$ cat config.mk
export PLATFORM = sky130hd
export DESIGN_NAME = qdec_pos_rev
export DESIGN_NICKNAME = d
export VERILOG_FILES = /design/src/rtl/qdec_pkg.sv /design/src/rtl/qdec_sync_edge.sv /design/src/rtl/qdec_step.sv /design/src/rtl/qdec_pos_rev.sv
export SDC_FILE = /design/constraint.sdc
export NUM_CORES = 1
export LEC_CHECK = 0
export ABC_AREA = 1
export BUFFER_PORTS_ARGS = -buffer_cell sky130_fd_sc_hd__buf_2
export CORE_UTILIZATION = 60
export DETAILED_ROUTE_END_ITERATION = 12
export GPL_ROUTABILITY_DRIVEN = 0
export PLACE_DENSITY = 0.89
export SYNTH_ARGS = -nofsm -noshare
export SYNTH_HDL_FRONTEND = slang
export SYNTH_SLANG_ARGS = --single-unit
$ cat constraint.sdc
create_clock -name clk -period 2.8 [get_ports clk]
set_input_delay 0 -clock clk [delete_from_list [all_inputs] [get_ports clk]]
set_output_delay 0 -clock clk [all_outputs]
set_load 0.005 [all_outputs]
$ cat src/rtl/qdec_pkg.sv
package qdec_pkg;
   typedef enum logic [1:0] {
      CM_UPDN  = 2'd0,
      CM_PHASE = 2'd1,
      CM_DIRIN = 2'd2,
      CM_OFF   = 2'd3
   } cmode_e;

   localparam logic [2:0] RA_CTRL = 3'd0;
   localparam logic [2:0] RA_POS  = 3'd1;
   localparam logic [2:0] RA_REV  = 3'd2;
   localparam logic [2:0] RA_MAX  = 3'd3;
   localparam logic [2:0] RA_CMPP = 3'd4;
   localparam logic [2:0] RA_CMPR = 3'd5;
   localparam logic [2:0] RA_FLAG = 3'd6;

   localparam int NFLAG    = 5;
   localparam int F_PMATCH = 0;
   localparam int F_RMATCH = 1;
   localparam int F_DCHG   = 2;
   localparam int F_OVF    = 3;
   localparam int F_UNF    = 4;
   localparam int CTRL_W   = 9;

   // sel: bit0 = rising edges selected, bit1 = falling edges selected
   function automatic logic edge_hit(input logic [1:0] sel, input logic r, input logic f);
      return (sel[0] & r) | (sel[1] & f);
   endfunction
endpackage

$ cat src/rtl/qdec_sync_edge.sv
module qdec_sync_edge #(
   parameter int STAGES = 2
) (
   input  logic clk,
   input  logic rst_n,
   input  logic din,
   output logic lvl,
   output logic rise,
   output logic fall
);
   logic [STAGES-1:0] chain;
   logic              prev;

   generate
      if (STAGES < 2) begin : g_bad_stages
         $error("qdec_sync_edge: STAGES must be at least 2");
      end
   endgenerate

   always_ff @(posedge clk or negedge rst_n) begin
      if (!rst_n) begin
         chain <= '0;
         prev  <= 1'b0;
      end else begin
         chain <= {chain[STAGES-2:0], din};
         prev  <= chain[STAGES-1];
      end
   end

   assign lvl  = chain[STAGES-1];
   assign rise = lvl & ~prev;
   assign fall = ~lvl & prev;

   // a detected rising edge is a real low-to-high move of the synchronised level
   p_rise_is_rose_r5: assert property (@(posedge clk) disable iff (!rst_n)
      rise |-> $rose(lvl));
endmodule

$ cat src/rtl/qdec_step.sv
module qdec_step
   import qdec_pkg::*;
(
   input  logic       clk,
   input  logic       rst_n,
   input  cmode_e     mode,
   input  logic [1:0] sel_a,
   input  logic [1:0] sel_b,
   input  logic       a_lvl,
   input  logic       b_lvl,
   input  logic       a_r,
   input  logic       a_f,
   input  logic       b_r,
   input  logic       b_f,
   output logic       up,
   output logic       dn
);
   logic a_ev, b_ev, a_any, b_any, differ;

   always_comb begin
      a_ev   = edge_hit(sel_a, a_r, a_f);
      b_ev   = edge_hit(sel_b, b_r, b_f);
      a_any  = a_r | a_f;
      b_any  = b_r | b_f;
      differ = a_lvl ^ b_lvl;
      up     = 1'b0;
      dn     = 1'b0;
      unique case (mode)
         CM_UPDN: begin
            up = a_ev & ~b_ev;
            dn = b_ev & ~a_ev;
         end
         CM_PHASE: begin
            if (a_any && !b_any) begin
               up = differ;
               dn = ~differ;
            end else if (b_any && !a_any) begin
               up = ~differ;
               dn = differ;
            end
         end
         CM_DIRIN: begin
            up = a_ev & ~b_lvl;
            dn = a_ev & b_lvl;
         end
         default: begin
            up = 1'b0;
            dn = 1'b0;
         end
      endcase
   end

   // never a step in both directions at once
   p_one_step_r3: assert property (@(posedge clk) disable iff (!rst_n)
      $onehot0({up, dn}));
endmodule

$ cat src/rtl/qdec_pos_rev.sv
module qdec_pos_rev
   import qdec_pkg::*;
#(
   parameter int CW          = 16,
   parameter int SYNC_STAGES = 2
) (
   input  logic             clk,
   input  logic             rst_n,
   input  logic             enc_a,
   input  logic             enc_b,
   input  logic             enc_z,
   input  logic             wr_en,
   input  logic [2:0]       addr,
   input  logic [CW-1:0]    wr_data,
   output logic [CW-1:0]    rd_data,
   output logic [CW-1:0]    pos_o,
   output logic [CW-1:0]    rev_o,
   output logic             dir_o,
   output logic [NFLAG-1:0] flags_o
);
   localparam int NIN = 3;

   generate
      if (CW < CTRL_W) begin : g_bad_cw
         $error("qdec_pos_rev: CW must hold the control register");
      end
   endgenerate

   logic [NIN-1:0] in_raw, lvl, rise, fall;
   assign in_raw = {enc_z, enc_b, enc_a};

   generate
      for (genvar g = 0; g < NIN; g++) begin : g_in
         qdec_sync_edge #(.STAGES(SYNC_STAGES)) u_se (
            .clk (clk), .rst_n(rst_n), .din(in_raw[g]),
            .lvl (lvl[g]), .rise(rise[g]), .fall(fall[g])
         );
      end
   endgenerate

   logic [CTRL_W-1:0] ctrl_q;
   logic [CW-1:0]     pos_q, rev_q, max_q, cmpp_q, cmpr_q, pos_d, rev_d;
   logic [NFLAG-1:0]  flags_q, flags_d, set_m, clr_m;
   logic              dir_q, dir_d;
   logic              st_up, st_dn;
   cmode_e            mode;

   assign mode = cmode_e'(ctrl_q[1:0]);

   qdec_step u_step (
      .clk  (clk), .rst_n(rst_n), .mode(mode),
      .sel_a(ctrl_q[3:2]), .sel_b(ctrl_q[5:4]),
      .a_lvl(lvl[0]), .b_lvl(lvl[1]),
      .a_r  (rise[0]), .a_f(fall[0]), .b_r(rise[1]), .b_f(fall[1]),
      .up   (st_up), .dn(st_dn)
   );

   logic wr_ctrl, wr_pos, wr_rev, wr_max, wr_cmpp, wr_cmpr, wr_flag;
   logic z_ev, z_rev, cnt_eff, at_max, at_zero, wrap_up, wrap_dn;
   logic rev_inc, rev_dec, rev_chg;

   always_comb begin
      wr_ctrl = wr_en && (addr == RA_CTRL);
      wr_pos  = wr_en && (addr == RA_POS);
      wr_rev  = wr_en && (addr == RA_REV);
      wr_max  = wr_en && (addr == RA_MAX);
      wr_cmpp = wr_en && (addr == RA_CMPP);
      wr_cmpr = wr_en && (addr == RA_CMPR);
      wr_flag = wr_en && (addr == RA_FLAG);

      z_ev    = edge_hit(ctrl_q[7:6], rise[2], fall[2]);
      z_rev   = ctrl_q[8];
      cnt_eff = (st_up | st_dn) && !z_ev && !wr_pos;
      at_max  = (pos_q == max_q);
      at_zero = (pos_q == '0);
      wrap_up = cnt_eff && st_up && at_max;
      wrap_dn = cnt_eff && st_dn && at_zero;

      pos_d = pos_q;
      if (wr_pos)              pos_d = wr_data;
      else if (z_ev && !z_rev) pos_d = '0;
      else if (cnt_eff) begin
         if (st_up) pos_d = at_max  ? '0    : pos_q + 1'b1;
         else       pos_d = at_zero ? max_q : pos_q - 1'b1;
      end

      rev_inc = (z_ev && z_rev && dir_q)  || wrap_up;
      rev_dec = (z_ev && z_rev && !dir_q) || wrap_dn;
      rev_chg = !wr_rev && (rev_inc || rev_dec);
      rev_d   = rev_q;
      if (wr_rev)       rev_d = wr_data;
      else if (rev_inc) rev_d = rev_q + 1'b1;
      else if (rev_dec) rev_d = rev_q - 1'b1;

      dir_d = cnt_eff ? st_up : dir_q;

      set_m           = '0;
      set_m[F_PMATCH] = cnt_eff && (pos_d == cmpp_q);
      set_m[F_RMATCH] = rev_chg && (rev_d == cmpr_q);
      set_m[F_DCHG]   = cnt_eff && (st_up != dir_q);
      set_m[F_OVF]    = wrap_up;
      set_m[F_UNF]    = wrap_dn;
      clr_m           = wr_flag ? wr_data[NFLAG-1:0] : '0;
      flags_d         = (flags_q & ~clr_m) | set_m;
   end

   always_ff @(posedge clk or negedge rst_n) begin
      if (!rst_n) begin
         ctrl_q  <= '0;
         pos_q   <= '0;
         rev_q   <= '0;
         max_q   <= '1;
         cmpp_q  <= '0;
         cmpr_q  <= '0;
         flags_q <= '0;
         dir_q   <= 1'b1;
      end else begin
         if (wr_ctrl) ctrl_q <= wr_data[CTRL_W-1:0];
         if (wr_max)  max_q  <= wr_data;
         if (wr_cmpp) cmpp_q <= wr_data;
         if (wr_cmpr) cmpr_q <= wr_data;
         pos_q   <= pos_d;
         rev_q   <= rev_d;
         dir_q   <= dir_d;
         flags_q <= flags_d;
      end
   end

   always_comb begin
      unique case (addr)
         RA_CTRL: rd_data = CW'(ctrl_q);
         RA_POS:  rd_data = pos_q;
         RA_REV:  rd_data = rev_q;
         RA_MAX:  rd_data = max_q;
         RA_CMPP: rd_data = cmpp_q;
         RA_CMPR: rd_data = cmpr_q;
         RA_FLAG: rd_data = CW'(flags_q);
         default: rd_data = '0;
      endcase
   end

   assign pos_o   = pos_q;
   assign rev_o   = rev_q;
   assign dir_o   = dir_q;
   assign flags_o = flags_q;

   // an upward step leaves the direction status at up
   p_dir_up_r9: assert property (@(posedge clk) disable iff (!rst_n)
      (cnt_eff && st_up) |=> dir_o);

   // a clearing Z event without a load leaves position zero
   p_zclr_r7: assert property (@(posedge clk) disable iff (!rst_n)
      (z_ev && !z_rev && !wr_pos) |=> (pos_o == '0));

   // upward wrap returns to zero and bumps the revolution count
   p_wrap_up_r6: assert property (@(posedge clk) disable iff (!rst_n)
      (wrap_up && !wr_rev) |=> (pos_o == '0) && (rev_o == $past(rev_o) + 1'b1));

   // a set flag only drops when a write-one-clear names it
   p_flag_sticky_r10: assert property (@(posedge clk) disable iff (!rst_n)
      1'b1 |=> ((($past(flags_o) & ~$past(clr_m)) & ~flags_o) == '0));
endmodule

After elaboration in Yosys (flattened, before gate mapping)
Cells that the tools add are included.
{"block": "op_classes", "n_addsub": 4, "n_eq_ne": 12, "n_mux": 17, "bitwise": 35, "reduce_logical": 36}
{"operator": "16-bit two-way mux", "count": 9}
{"operator": "16-bit one-hot mux with 7 select lines", "count": 1}
{"operator": "16-bit == test", "count": 3}
{"operator": "16-bit by 1-bit adder with 16-bit output (second input constant)", "count": 2}
{"operator": "16-bit by 1-bit subtractor with 16-bit output (second input constant)", "count": 2}
{"operator": "1-bit logical AND", "count": 23}
{"operator": "1-bit bitwise AND", "count": 16}
{"operator": "16-bit logical NOT", "count": 1}
{"operator": "3-bit == test (second input constant)", "count": 3}
{"operator": "1-bit NOT", "count": 9}
{"operator": "1-bit logical NOT", "count": 7}
{"operator": "3-bit by 2-bit == test with 1-bit output (second input constant)", "count": 2}
{"operator": "1-bit OR", "count": 6}
{"operator": "1-bit one-hot mux with 3 select lines", "count": 2}
{"operator": "5-bit bitwise AND", "count": 1}
{"operator": "5-bit two-way mux", "count": 1}
{"operator": "5-bit NOT", "count": 1}
{"operator": "5-bit OR", "count": 1}
{"operator": "1-bit two-way mux", "count": 4}
{"operator": "3-bit by 1-bit == test with 1-bit output (second input constant)", "count": 1}
{"operator": "3-bit logical NOT", "count": 1}
{"operator": "1-bit logical OR", "count": 3}
{"operator": "2-bit by 1-bit == test with 1-bit output (second input constant)", "count": 1}
{"operator": "2-bit == test (second input constant)", "count": 1}
{"operator": "other kinds (3)", "count": 3}
{"block": "word_totals", "ff_bits": 104, "input_bits": 25, "out_inout_bits": 54, "wordCells": 118}

Depth between registers and ports, before layout
{"block": "logic_depth", "ltp_word": 20, "depth_mapped": 25, "depth_no_buf": 23}

Modules after synthesis
From an unflattened synthesis, not the netlist that was laid out.
{"block": "unflattened", "cells_unflattened": 1236, "area_unflattened_um2": 7872.6}
{"mod": "qdec_pos_rev", "n_inst": 1, "cells_each": 1171, "area_per_inst_um2": 7423.4, "seq_area_each_um2": 2398.6}
{"mod": "qdec_sync_edge", "n_inst": 3, "cells_each": 7, "area_per_inst_um2": 90.1, "seq_area_each_um2": 75.1}
{"mod": "qdec_step", "n_inst": 1, "cells_each": 44, "area_per_inst_um2": 178.9, "seq_area_each_um2": 0.0}

Worst setup path before layout
Ideal clock, no wire load.
{"block": "synth_path", "path_type": "register -> register", "startpoint": "reg pos_q[0], in the netlist pos_o[0]", "endpoint": "reg flags_q[1], in the netlist flags_o[1]", "setup_ns": 0.120, "t_arrival_ns": 2.253, "required_time_ns": 2.680, "slack_ns": 0.426, "stages_incl_launch_ff": 24, "n_path_buf": 2, "period_less_slack_ns": 2.374, "path_cell_list": "dfrtp_1 > buf_2 > inv_1 > ha_1 > nand3_4 > nor2_4 > inv_2 > nor2_4 > nand3_4 > nand2_4 > buf_8 > nand2_1 > nand2_1 > nand2_1 > nand2_1 > nand2_1 > nand2_1 > nand2_1 > nand2_1 > nor2_1 > nand2_1 > nor2_1 > nand3_1 > nand2_1"}
{"block": "synth_via", "elab_chain_len": 9, "word_cells_on_any_way": 14, "cone_classes": "eq/ne (2); mux (3); bitwise (1); reduce/logical (8)"}
{"element": "from (decl)", "line": "qdec_pos_rev.sv:42", "text": "logic [CW-1:0] pos_q, rev_q, max_q, cmpp_q, cmpr_q, pos_d, rev_d;"}
{"element": "from (signal assigned)", "line": "qdec_pos_rev.sv:122", "text": "pos_q <= pos_d;"}
{"element": "16-bit logical NOT", "line": "qdec_pos_rev.sv:75", "text": "at_zero = (pos_q == '0);"}
{"element": "1-bit logical AND", "line": "qdec_pos_rev.sv:77", "text": "wrap_dn = cnt_eff && st_dn && at_zero;"}
{"element": "1-bit logical OR", "line": "qdec_pos_rev.sv:88", "text": "rev_dec = (z_ev && z_rev && !dir_q) || wrap_dn;"}
{"element": "16-bit two-way mux", "line": "qdec_pos_rev.sv:93", "text": "else if (rev_dec) rev_d = rev_q - 1'b1;"}
{"element": "16-bit two-way mux", "line": "qdec_pos_rev.sv:92", "text": "else if (rev_inc) rev_d = rev_q + 1'b1;"}
{"element": "16-bit two-way mux", "line": "qdec_pos_rev.sv:91", "text": "if (wr_rev) rev_d = wr_data;"}
{"element": "16-bit == test", "line": "qdec_pos_rev.sv:99", "text": "set_m[F_RMATCH] = rev_chg && (rev_d == cmpr_q);"}
{"element": "1-bit logical AND *", "line": "qdec_pos_rev.sv:99"}
{"element": "5-bit OR *", "line": "qdec_pos_rev.sv:104", "text": "flags_d = (flags_q & ~clr_m) | set_m;"}
{"element": "via flags_d[1]", "line": "qdec_pos_rev.sv:43", "text": "logic [NFLAG-1:0] flags_q, flags_d, set_m, clr_m;"}
{"element": "to (signal assigned)", "line": "qdec_pos_rev.sv:125", "text": "flags_q <= flags_d;"}
{"element": "to (decl)", "line": "qdec_pos_rev.sv:43"}
Mark *: on every way through the listed nets, which the timed path passes. The rest lies on a longest branch.
A chain may end at the register's enable or synchronous reset.

Final worst setup path
{"block": "layout_path", "startpoint": "reg g_in[0].u_se.chain[1]", "endpoint": "reg flags_q[0], in the netlist flags_o[0]"}
{"block": "layout_via", "elab_chain_len": 17, "word_cells_on_any_way": 33, "cone_classes": "eq/ne (1); mux (10); bitwise (16); reduce/logical (6)"}
{"element": "from (decl)", "line": "qdec_sync_edge.sv:11", "text": "logic [STAGES-1:0] chain;"}
{"element": "from (signal assigned)", "line": "qdec_sync_edge.sv:25", "text": "chain <= {chain[STAGES-2:0], din};"}
{"element": "1-bit NOT", "line": "qdec_sync_edge.sv:32", "text": "assign fall = ~lvl & prev;"}
{"element": "1-bit bitwise AND", "line": "qdec_sync_edge.sv:32"}
{"element": "1-bit OR", "line": "qdec_step.sv:23", "text": "a_any = a_r | a_f;"}
{"element": "1-bit logical NOT", "line": "qdec_step.sv:37", "text": "end else if (b_any && !a_any) begin"}
{"element": "1-bit logical AND", "line": "qdec_step.sv:37"}
{"element": "1-bit two-way mux", "line": "qdec_step.sv:37"}
{"element": "1-bit two-way mux", "line": "qdec_step.sv:34", "text": "if (a_any && !b_any) begin"}
{"element": "1-bit one-hot mux with 3 select lines", "line": "qdec_step.sv:28", "text": "unique case (mode)"}
{"element": "1-bit OR", "line": "qdec_pos_rev.sv:73", "text": "cnt_eff = (st_up | st_dn) && !z_ev && !wr_pos;"}
{"element": "1-bit logical AND (2 in series)", "line": "qdec_pos_rev.sv:73"}
{"element": "16-bit two-way mux", "line": "qdec_pos_rev.sv:82", "text": "else if (cnt_eff) begin"}
{"element": "16-bit two-way mux", "line": "qdec_pos_rev.sv:81", "text": "else if (z_ev && !z_rev) pos_d = '0;"}
{"element": "16-bit two-way mux", "line": "qdec_pos_rev.sv:80", "text": "if (wr_pos) pos_d = wr_data;"}
{"element": "16-bit == test", "line": "qdec_pos_rev.sv:98", "text": "set_m[F_PMATCH] = cnt_eff && (pos_d == cmpp_q);"}
{"element": "1-bit logical AND *", "line": "qdec_pos_rev.sv:98"}
{"element": "5-bit OR *", "line": "qdec_pos_rev.sv:104"}
{"element": "via flags_d[0]", "line": "qdec_pos_rev.sv:43"}
Marks and branches as above.

==> results.ini <==
[status]
status=complete, no violations

[critical_path]
worstSetupPathType=reg2reg
worstReg2RegEnd=flags_o[0]
cp_cell_sequence=ha_4 > inv_1 > nor2_1 > nand3_1 > nand2_1 > nand2_1 > nand2_2 > inv_2 > nand2_2 > nand2_4 > buf_6 > a21oi_1 > nand2_1 > nand3_1 > nand2_1 > nor2_1 > nand2_1 > nor2_2 > nand3_1 > nand2_1
reg2reg_slack_ps=50
r2r-start=g_in[0].u_se.chain[1]
crit_fanout=5
crit_buf_inv=3
setup.worst_path.start_class=register
required_ps=3090
rr_worst_depth=20
slowest_delay_ps=450
endpoint_kind=register
cp_data_arrival_time_ps=3040
slowest_stage=dfrtp_2
path_delay_family=simple AND/OR/NAND/NOR gates
critPathMostFrequentCell=nand2_1

[clock_network]
clock_sinks=104
cts_buffers=9
clock_path_buffers=2
clk_latency_ps=360
path_clk_slew_ps=80
cts_tree=yes
htreeDepth=3
cts_root_buf=clkbuf_16

[timing]
fin_tns_setup_ps=0
fin_crit_sh=0.983
fmaxAchievable_ghz=0.363
worst_pin_slew_ps=1030
hold_violations=0
clock_skew_ps=9.13
hold_slack_ps=56.0
setup_viol=0
final-max-slew-violation-count=0
min_period_ps=2750
relSlewSlack=0.312

[logic_synthesis]
syn_area_um2=8030
yosysTopAreaCell=dfrtp_1
synth_nets=1280
ys_ff_latch=104
ys_warn_count=0
synth_cell_type_count=40
synthCells=1247
synthArstFlopShare=1.00
synth_top_flop_cell=dfrtp_1
yosysSeqAreaShare=0.327
synth_edf_count=0
synth_top_area_frac=0.271
netlist_top_cells_area=dfrtp_1 (27%), nand2_1 (22%), inv_1 (6.4%), o21ai_0 (6.3%), nand3_1 (5.7%)
synth_area_per_cell_um2=6.44

[global_routing]
grt_max_degree=57
grt_pass1_wl_um=41300
overflow=0
grt.busiest_layer=met2
groute.layer.met3.usage=0.0780
use_met2=0.598
antenna_found_initial=0
grt_usage=0.377
first_global_vias=8322
use_met1=0.487

[worst_hold_path]
hold_class=in2reg
min_to=cmpp_q[12]
worstHoldStart=wr_data[12]
min_path_cells=3

[layout]
nets=1391
drive_above_1_share=0.175
antennaDiodeCount=0
area_growth_pct=16.8

[place]
dp.final_hpwl_um=19300
portBuffers=78

[route]
finalWirelength_um=26700
drc_errors=0
drt-initial-drc-count=1343
ant_nets=0
post_drt_via_cell_ratio=5.99
dr.pass1.iters=8
avgRoutedWirePerCell_um=17.4
detailroute.via_count=9193

[die]
die_area_um2=13800
die-height_um=118
dieWidth_um=118
start_util=0.626
num_rows=41
core_um2=12800
pin_count=79

[power]
seqPwrFrac=0.319
ir_drop_mv=0.547
cellLeakagePower_nw=4.89
p_clk_frac=0.148
comb_power_share=0.533
power.switching_mw=4.15
power.density_nw_per_um2=893
p_int_mw=4.22
netSwitchingFraction=0.496

[job]
cap_violations=0

-- worst max path at each step --
| stage | slack [ps] | endpoint | depth (start not counted) | from |
|---|---|---|---|---|
| after floorplan | 430 | flags_o[1] | 23 | pos_o[0] |
| after global placement | 180 | flags_o[1] | 20 | g_in[0].u_se.chain[1] |
| final | 50 | flags_o[0] | 20 | g_in[0].u_se.chain[1] |
| after detailed placement | 60 | flags_o[0] | 22 | g_in[0].u_se.chain[1] |
| after CTS | 40 | flags_o[0] | 22 | g_in[0].u_se.chain[1] |
| after global routing | -220 | flags_o[0] | 20 | g_in[0].u_se.chain[1] |
-- registers in the layout (all words and copies together) (netlist names) --
name             count
pos_o               16
ctrl_q               9
max_q               16
dir_o                1
rev_o               16
g_in.u_se.chain      6
cmpp_q              16
flags_o              5
cmpr_q              16
g_in.u_se.prev       3
-- power groups by stage --
stage / clock (mW) / combinational, mW / sequential (mW)
2_1_floorplan: 0 / 3.05 / 2.37
3_3_place_gp: 0 / 3.97 / 2.63
3_5_place_dp: 0 / 4.07 / 2.64
4_1_cts: 1.23 / 4.13 / 2.62
5_1_grt: 1.29 / 4.94 / 2.72
6_report: 1.24 / 4.46 / 2.67
-- metal layers --
layer,vias to the layer above,part of all wire
li1,4203,-
met1,4107,0.37
met2,714,0.45
met3,169,0.12
met4,0,0.057
met5,-,0
-- timing repair --
action / CTS / global route
hold endpoints to repair: 66 / 0
resized for setup: 0 / 54
setup endpoints to repair: 0 / 2
buffers inserted: 0 / 14
hold buffers: 18 / 0
-- area by class of cell --
class,count,area [µm²]
Tap cell,172,215
Clock buffer,9,225
Clock inverter,7,66.3
Sequential cell,104,2630
Timing Repair Buffer,141,946
Inverter,153,583
Multi-Input combinational cell,949,4710
Fill cell,1028,3450
-- cell usage after synthesis (7+ instances only) --
cell,count
xnor2_1,11
nor2_2,9
inv_1,137
o22ai_1,10
nand4_1,10
nand2_2,8
clkbuf_1,18
a21oi_1,37
nand2_1,465
xor2_1,41
a221oi_1,8
o211ai_1,7
inv_2,12
o221ai_1,8
nor3_1,13
dfstp_2,17
buf_2,10
ha_1,8
o21ai_0,101
nand3_1,91
dfrtp_1,87
nor2_1,91
-- placed cells by master, fill, tap and decap left out, types with 3 or more instances in the layout --
| cell | n |
|---|---|
| inv_2 | 13 |
| xnor2_1 | 11 |
| dfstp_2 | 17 |
| nand2_2 | 19 |
| nand4_1 | 10 |
| nand3_2 | 4 |
| buf_4 | 39 |
| inv_1 | 135 |
| nand3b_1 | 5 |
| nor2_4 | 8 |
| buf_2 | 77 |
| a221oi_1 | 8 |
| o221ai_1 | 8 |
| a21oi_1 | 36 |
| xor2_1 | 41 |
| nand2_1 | 452 |
| dfrtp_2 | 6 |
| o21ai_0 | 100 |
| dfrtp_1 | 81 |
| nor2_2 | 16 |
| o211ai_1 | 7 |
| ha_1 | 5 |
| o22ai_1 | 10 |
| ha_4 | 3 |
| nor3_1 | 12 |
| clkbuf_16 | 9 |
| nand3_1 | 90 |
| buf_6 | 6 |
| clkinv_4 | 3 |
| o21ai_1 | 4 |
| dlygate4sd3_1 | 18 |
| nor2_1 | 82 |
| nand2_4 | 4 |
-- metrics by stage --
| stage | power, mW | utilization | worst slack, ps | instances | instance area [µm²] |
|---|---|---|---|---|---|
| after floorplan | 5.42 | - | 426 | 1247 | 8030 |
| after global placement | 6.60 | 0.671 | 178 | 1486 | 8610 |
| after detailed placement | 6.71 | 0.671 | 57.7 | 1486 | 8610 |
| after CTS | 7.98 | 0.708 | 38.0 | 1520 | 9080 |
| after global routing | 8.95 | 0.731 | -221 | 1535 | 9370 |
| final | 8.37 | 0.731 | 47.5 | 1535 | 9370 |
-- cells by family (layout without fill, tap and decap cells) --
family,Yosys count,after routing,share of synthesized area
and+or+nand+nor,708,708,0.373
buffers and inverters,194,310,0.104
AOI/OAI and AO/OA,181,181,0.127
DFF,104,104,0.327
xor gates and xnor gates,52,52,0.0568
adders and majority gates,8,8,0.0125
-- worst reg2reg max path, stage by stage (launching register included) --
cell     delay, ps
dfrtp_2        450
ha_4           290
inv_1           50
nor2_1          90
nand3_1         70
nand2_1         70
nand2_1         50
nand2_2        140
inv_2           80
nand2_2         90
nand2_4         80
buf_6          150
a21oi_1        220
nand2_1        170
nand3_1        100
nand2_1         50
nor2_1          90
nand2_1         90
nor2_2         150
nand3_1        110
nand2_1         80
Note: power is estimated with default switching activity, not from simulation.
